==> config.mk <==
export PLATFORM = sky130hd
export DESIGN_NAME = mem_cycle_ctrl
export DESIGN_NICKNAME = d
export VERILOG_FILES = /design/src/rtl/mem_cycle_pkg.sv /design/src/rtl/mem_bank_select.sv /design/src/rtl/mem_bank_timer.sv /design/src/rtl/mem_data_reg.sv /design/src/rtl/mem_cycle_ctrl.sv
export SDC_FILE = /design/constraint.sdc
export NUM_CORES = 1
export LEC_CHECK = 0
export BUFFER_PORTS_ARGS = -buffer_cell sky130_fd_sc_hd__clkbuf_2
export CAP_MARGIN = 25
export CELL_PAD_IN_SITES_DETAIL_PLACEMENT = 0
export CELL_PAD_IN_SITES_GLOBAL_PLACEMENT = 1
export CORE_MARGIN = 5
export CORE_UTILIZATION = 42
export DETAILED_ROUTE_END_ITERATION = 10
export PLACE_DENSITY = 0.85
export SYNTH_ARGS = -nofsm -noshare
export SYNTH_HDL_FRONTEND = slang
export SYNTH_SLANG_ARGS = --single-unit
==> constraint.sdc <==
create_clock -name clk -period 3.9 [get_ports clk]
set_input_delay 0.195 -clock clk [delete_from_list [all_inputs] [get_ports clk]]
set_output_delay 0.195 -clock clk [all_outputs]
set_load 0.03 [all_outputs]
==> src/rtl/mem_cycle_pkg.sv <==
package mem_cycle_pkg;
    localparam int DATA_W       = 9;
    localparam int CYCLE_TICKS  = 40;
    localparam int STROBE_FIRST = 21;
    localparam int STROBE_LAST  = 31;
    localparam int READY_FIRST  = 30;
    localparam int READY_LAST   = 35;
    localparam int NUM_BANKS    = 2;

    typedef enum logic {BANK_LO = 1'b0, BANK_HI = 1'b1} bank_e;

    typedef struct packed {
        logic  start;
        logic  is_write;
        bank_e bank;
    } launch_t;

    function automatic bank_e pick_bank(input logic is_write, input logic hi,
                                        input logic loc, input logic msb);
        if (is_write)
            return msb ? BANK_HI : BANK_LO;
        else if (loc)
            return BANK_LO;
        else
            return hi ? BANK_HI : BANK_LO;
    endfunction
endpackage

==> src/rtl/mem_bank_select.sv <==
module mem_bank_select
    import mem_cycle_pkg::*;
(
    input  logic    read_call,
    input  logic    write_call,
    input  logic    hint_high,
    input  logic    hint_local,
    input  logic    addr_msb,
    input  logic    busy,
    output launch_t launch
);
    logic want_write;

    always_comb begin
        want_write      = write_call && !read_call;
        launch.start    = (read_call || write_call) && !busy;
        launch.is_write = want_write;
        launch.bank     = pick_bank(want_write, hint_high, hint_local, addr_msb);
    end
endmodule

==> src/rtl/mem_bank_timer.sv <==
module mem_bank_timer
    import mem_cycle_pkg::*;
#(
    parameter int TICKS  = CYCLE_TICKS,
    parameter int S_LO   = STROBE_FIRST,
    parameter int S_HI   = STROBE_LAST,
    parameter int R_LO   = READY_FIRST,
    parameter int R_HI   = READY_LAST
) (
    input  logic clk,
    input  logic rst,
    input  logic start,
    input  logic start_write,
    output logic running,
    output logic is_write,
    output logic strobe,
    output logic ready,
    output logic ready_first
);
    localparam int CW = $clog2(TICKS);
    localparam logic [CW-1:0] LAST = CW'(TICKS - 1);

    logic [CW-1:0] count;

    always_ff @(posedge clk) begin
        if (rst) begin
            running  <= 1'b0;
            is_write <= 1'b0;
            count    <= '0;
        end else if (start && !running) begin
            running  <= 1'b1;
            is_write <= start_write;
            count    <= '0;
        end else if (running) begin
            if (count == LAST) begin
                running <= 1'b0;
                count   <= '0;
            end else begin
                count <= count + 1'b1;
            end
        end
    end

    always_comb begin
        strobe      = running && !is_write && (count >= CW'(S_LO)) && (count <= CW'(S_HI));
        ready       = running && !is_write && (count >= CW'(R_LO)) && (count <= CW'(R_HI));
        ready_first = running && !is_write && (count == CW'(R_LO));
    end
endmodule

==> src/rtl/mem_data_reg.sv <==
module mem_data_reg
    import mem_cycle_pkg::*;
#(
    parameter int W = DATA_W
) (
    input  logic         clk,
    input  logic         rst,
    input  logic         load,
    input  logic [W-1:0] d,
    output logic [W-1:0] q
);
    always_ff @(posedge clk) begin
        if (rst)
            q <= '0;
        else if (load)
            q <= d;
    end
endmodule

==> src/rtl/mem_cycle_ctrl.sv <==
module mem_cycle_ctrl
    import mem_cycle_pkg::*;
(
    input  logic              clk,
    input  logic              rst,
    input  logic              read_call,
    input  logic              write_call,
    input  logic              hint_high,
    input  logic              hint_local,
    input  logic              addr_msb,
    input  logic              src_mem,
    input  logic [DATA_W-1:0] sense_bits,
    output logic              busy,
    output logic [NUM_BANKS-1:0] bank_active,
    output logic              cycle_is_write,
    output logic              strobe,
    output logic              data_ready,
    output logic [DATA_W-1:0] store_bits
);
    launch_t launch;
    logic [NUM_BANKS-1:0] t_write, t_strobe, t_ready, t_first;

    mem_bank_select u_sel (
        .read_call (read_call),
        .write_call(write_call),
        .hint_high (hint_high),
        .hint_local(hint_local),
        .addr_msb  (addr_msb),
        .busy      (busy),
        .launch    (launch)
    );

    for (genvar b = 0; b < NUM_BANKS; b++) begin : g_bank
        mem_bank_timer u_timer (
            .clk        (clk),
            .rst        (rst),
            .start      (launch.start && (int'(launch.bank) == b)),
            .start_write(launch.is_write),
            .running    (bank_active[b]),
            .is_write   (t_write[b]),
            .strobe     (t_strobe[b]),
            .ready      (t_ready[b]),
            .ready_first(t_first[b])
        );
    end

    always_comb begin
        busy           = |bank_active;
        cycle_is_write = |(t_write & bank_active);
        strobe         = |t_strobe;
        data_ready     = |t_ready;
    end

    mem_data_reg u_dreg (
        .clk (clk),
        .rst (rst),
        .load((|t_first) && src_mem),
        .d   (sense_bits),
        .q   (store_bits)
    );
endmodule

==> metrics.md <==
| Metric | Value |
|---|---|
| Core area | 3280 um^2 |
| Largest net degree at the start of global routing | 23 |
| Via count | 1224 |
| Synth Warn # | 0 |
| Worst path arrival time | 1820 ps |
| Run status | finished clean |
| Vias in the first global route | between 1k and 1.5k |
| DRC viols | 0 |
| Min-delay src | rst |
| CTS tree | yes |
| #FFs+latches synth | 25 |
| Post-synth EDFFs | 0 |
| Synth Net Count | 188 |
| Critical path launch point | g_bank[1].u_timer.count[3]$_SDFFE_PP0P_ |
| Area contributors post-synth | dfxtp_1, ha_1, a31o_1 |
| CTS resizes | 0 |
| Max IR drop VDD | 0.000156 V |
| Worst EP required | 3700 ps |
| GRT overflow | 0 |
| Final max-slew violation count | 0 |
| HP Class | input pin to flip-flop |
| Ys async rst share | 0% |
| Finish-stage setup viols | 0 |
| Sequential-to-total area share from yosys stat | 35.8% |
| Ports | 32 |
| Power Total | 0.000462 W |
| # hold bufs at CTS | 0 |
| Critical path peak fanout | 7 |
| Area Overhead vs Synth | 12.6% |
| Slew @ Worst Pin | between 600 and 700 ps |
| Die Footprint | 4580 um^2 |
| Worst Reg2Reg Path Length in Cells | 4 |
| Worst relative slew slack | 58.4% |
| Worst hold path depth | 2 |
| Die height | 67.7 um |
| Clock sink total | 25 |
| Reg2reg start | g_bank[1].u_timer.running$_SDFF_PP0_ |
| Synth top area share | between 30% and 40% |
| CTS Buf Count | 3 |
| Total GRT Usage | 14.4% |
| Clock latency on the worst-skew pair | 320 ps |
| Max-cap viol count | 0 |
| WL/cell | around 13 um |
| Unrepaired setup endpoints after global routing | no |
| P per Cell Area | 294 nW/um^2 |
| Clock-pin slew on the worst setup and hold paths | 140 ps |
| Initial core utilization | 42.5% |
| Hold WS | 73.4 ps |
| Fin crit period | about 2000 ps |
| Row count | 21 |
| Layout Cells excl Fill | 233 |
| Clk buf depth | 2 |
| Startpoint types | flip-flop |
| Initial DRC count | 46 |
| Die W | 67.7 um |
| Fin util | 47.9% |
| DRT Pass-1 Iters | 4 |
| Count of cell types in the netlist | 41 |
| Hold Vio Cnt, Final | 0 |
| Crit. End Element | output pin |
| Crit share post-route | 51.6% |
| Final clock skew | 7.60 ps |
| Root Buffer | clkbuf_4 |
| Share of cells above drive strength 1 | between 20% and 30% |
| Routed WL | 3100 um |
| Post-DP HPWL | 2390 um |
| Syn avg cell area | 8.57 um^2 |
| Post-CTS Setup Repair Bufs | 0 |
| Leak | 0.644 nW |
| Area leader, netlist | dfxtp_1 |
| Diode count | 0 |
| Global-route wire length before repair | roughly 5000 um |
| Placed instance count | between 200 and 250 |
| Max Clock Freq | just under 500 MHz |
| Top_reg_cell synth | dfxtp_1 |
| Setup CP Type | flip-flop to output pin |
| Post-synthesis cell area | 1400 um^2 |
| Port bufs | 31 |
| Setup TNS | 0 ps |
| Post-route antenna net violation count | 0 |
| Via/cell ratio | between 5 and 6 |
| Routability cong. | 0.813 |
| Initial antenna violation count | 0 |
| Nets@finish | 213 |
| CTS HTree Levels | 1 |
| Cells after Synth | 163 |
| Fillers | 335 |
[registers in the layout, summed over array words and instances (netlist names)]
register	cells
g_bank.u_timer.count	12
g_bank.u_timer.is_write	2
g_bank.u_timer.running	2
u_dreg.q	9
[path summary, 6_finish.rpt]
path                                                   to  slack [ps]
setup / recovery                               data_ready        1890
hold / removal       g_bank[1].u_timer.running$_SDFF_PP0_          70
hold reg to reg   g_bank[1].u_timer.is_write$_SDFFE_PP0P_         580
setup reg to reg                 u_dreg.q[0]$_SDFFE_PP0P_        2140
[cell type report]
| type | instances | area, um^2 | area share (%) |
|---|---|---|---|
| clock buffer | 4 | 26.3 | 1.67 |
| inverter | 11 | 41.3 | 2.63 |
| multi-input combinational | 116 | 792 | 50.4 |
| sequential | 25 | 500 | 31.8 |
| tap | 46 | 57.6 | 3.66 |
| timing repair buffer | 31 | 155 | 9.86 |
[worst max-delay path: stages (launching register included)]
cell and delay [ps]:
dfxtp_1 410, or3b_2 520, o22ai_1 190, a32o_1 180, clkbuf_2 200
[metal layers]
layer | track usage, % | share of wire (%) | vias to the layer above
met5 | 0 | 0 | -
met4 | 3.80 | 0.45 | 0
met3 | 2.50 | 3.5 | 2
met2 | 27.1 | 54 | 21
met1 | 16.6 | 42 | 587
li1 | - | - | 614
[synth_stat cells (2+ instances only)]
library cell and count:
nand2b_1 3, inv_1 11, nand4_1 6, buf_2 5
mux2_2 2, ha_1 8, o21a_1 2, nand3_1 4
a21oi_1 13, dfxtp_1 25, nor2_1 18, xor2_1 4
nand3b_1 2, o21ai_0 3, a31o_1 9, mux2i_1 2
nand4b_1 2, nand2_1 15, clkbuf_1 3, buf_4 2
xnor2_1 3, o22ai_1 2
[logic make-up (layout without fill, tap and decap cells)]
| group | count (synthesis) | after routing | share of synthesized area [%] |
|---|---|---|---|
| AO/OA/AOI/OAI | 40 | 40 | 20.7 |
| XOR/XNOR | 7 | 7 | 4.39 |
| adder cells (fa/ha/maj) | 8 | 8 | 7.17 |
| flip-flops | 25 | 25 | 35.8 |
| buffers and inverters | 22 | 46 | 7.44 |
| AND/OR/NAND/NOR | 57 | 57 | 21.4 |
| multiplexers | 4 | 4 | 3.05 |
[cells in the final DEF (no fill, tap or decap), types with 2 or more instances in the layout]
master	count
a21oi_1	13
a31o_1	9
clkbuf_2	31
clkbuf_4	3
dfxtp_1	25
ha_1	8
inv_1	11
mux2_2	2
mux2i_1	2
nand2_1	15
nand2b_1	3
nand3_1	4
nand3b_1	2
nand4_1	6
nand4b_1	2
nor2_1	18
o21a_1	2
o21ai_0	3
o22ai_1	2
xnor2_1	3
xor2_1	4
[stage by stage]
stage / setup WS [ps] / instance area [um^2]
after floorplan: 2360 / 1400
after global placement: 2250 / 1550
after detailed placement: 2180 / 1550
after CTS: 1870 / 1570
after global routing: 1770 / 1570
final: 1890 / 1570
[where the power goes]
part | internal (W) | switching, W
combinational | 0.0000271 | 0.0000420
sequential | 0.000262 | 0.0000118
clock | 0.0000400 | 0.0000791
total | 0.000329 | 0.000133
Note: power is estimated with default switching activity, not from simulation.
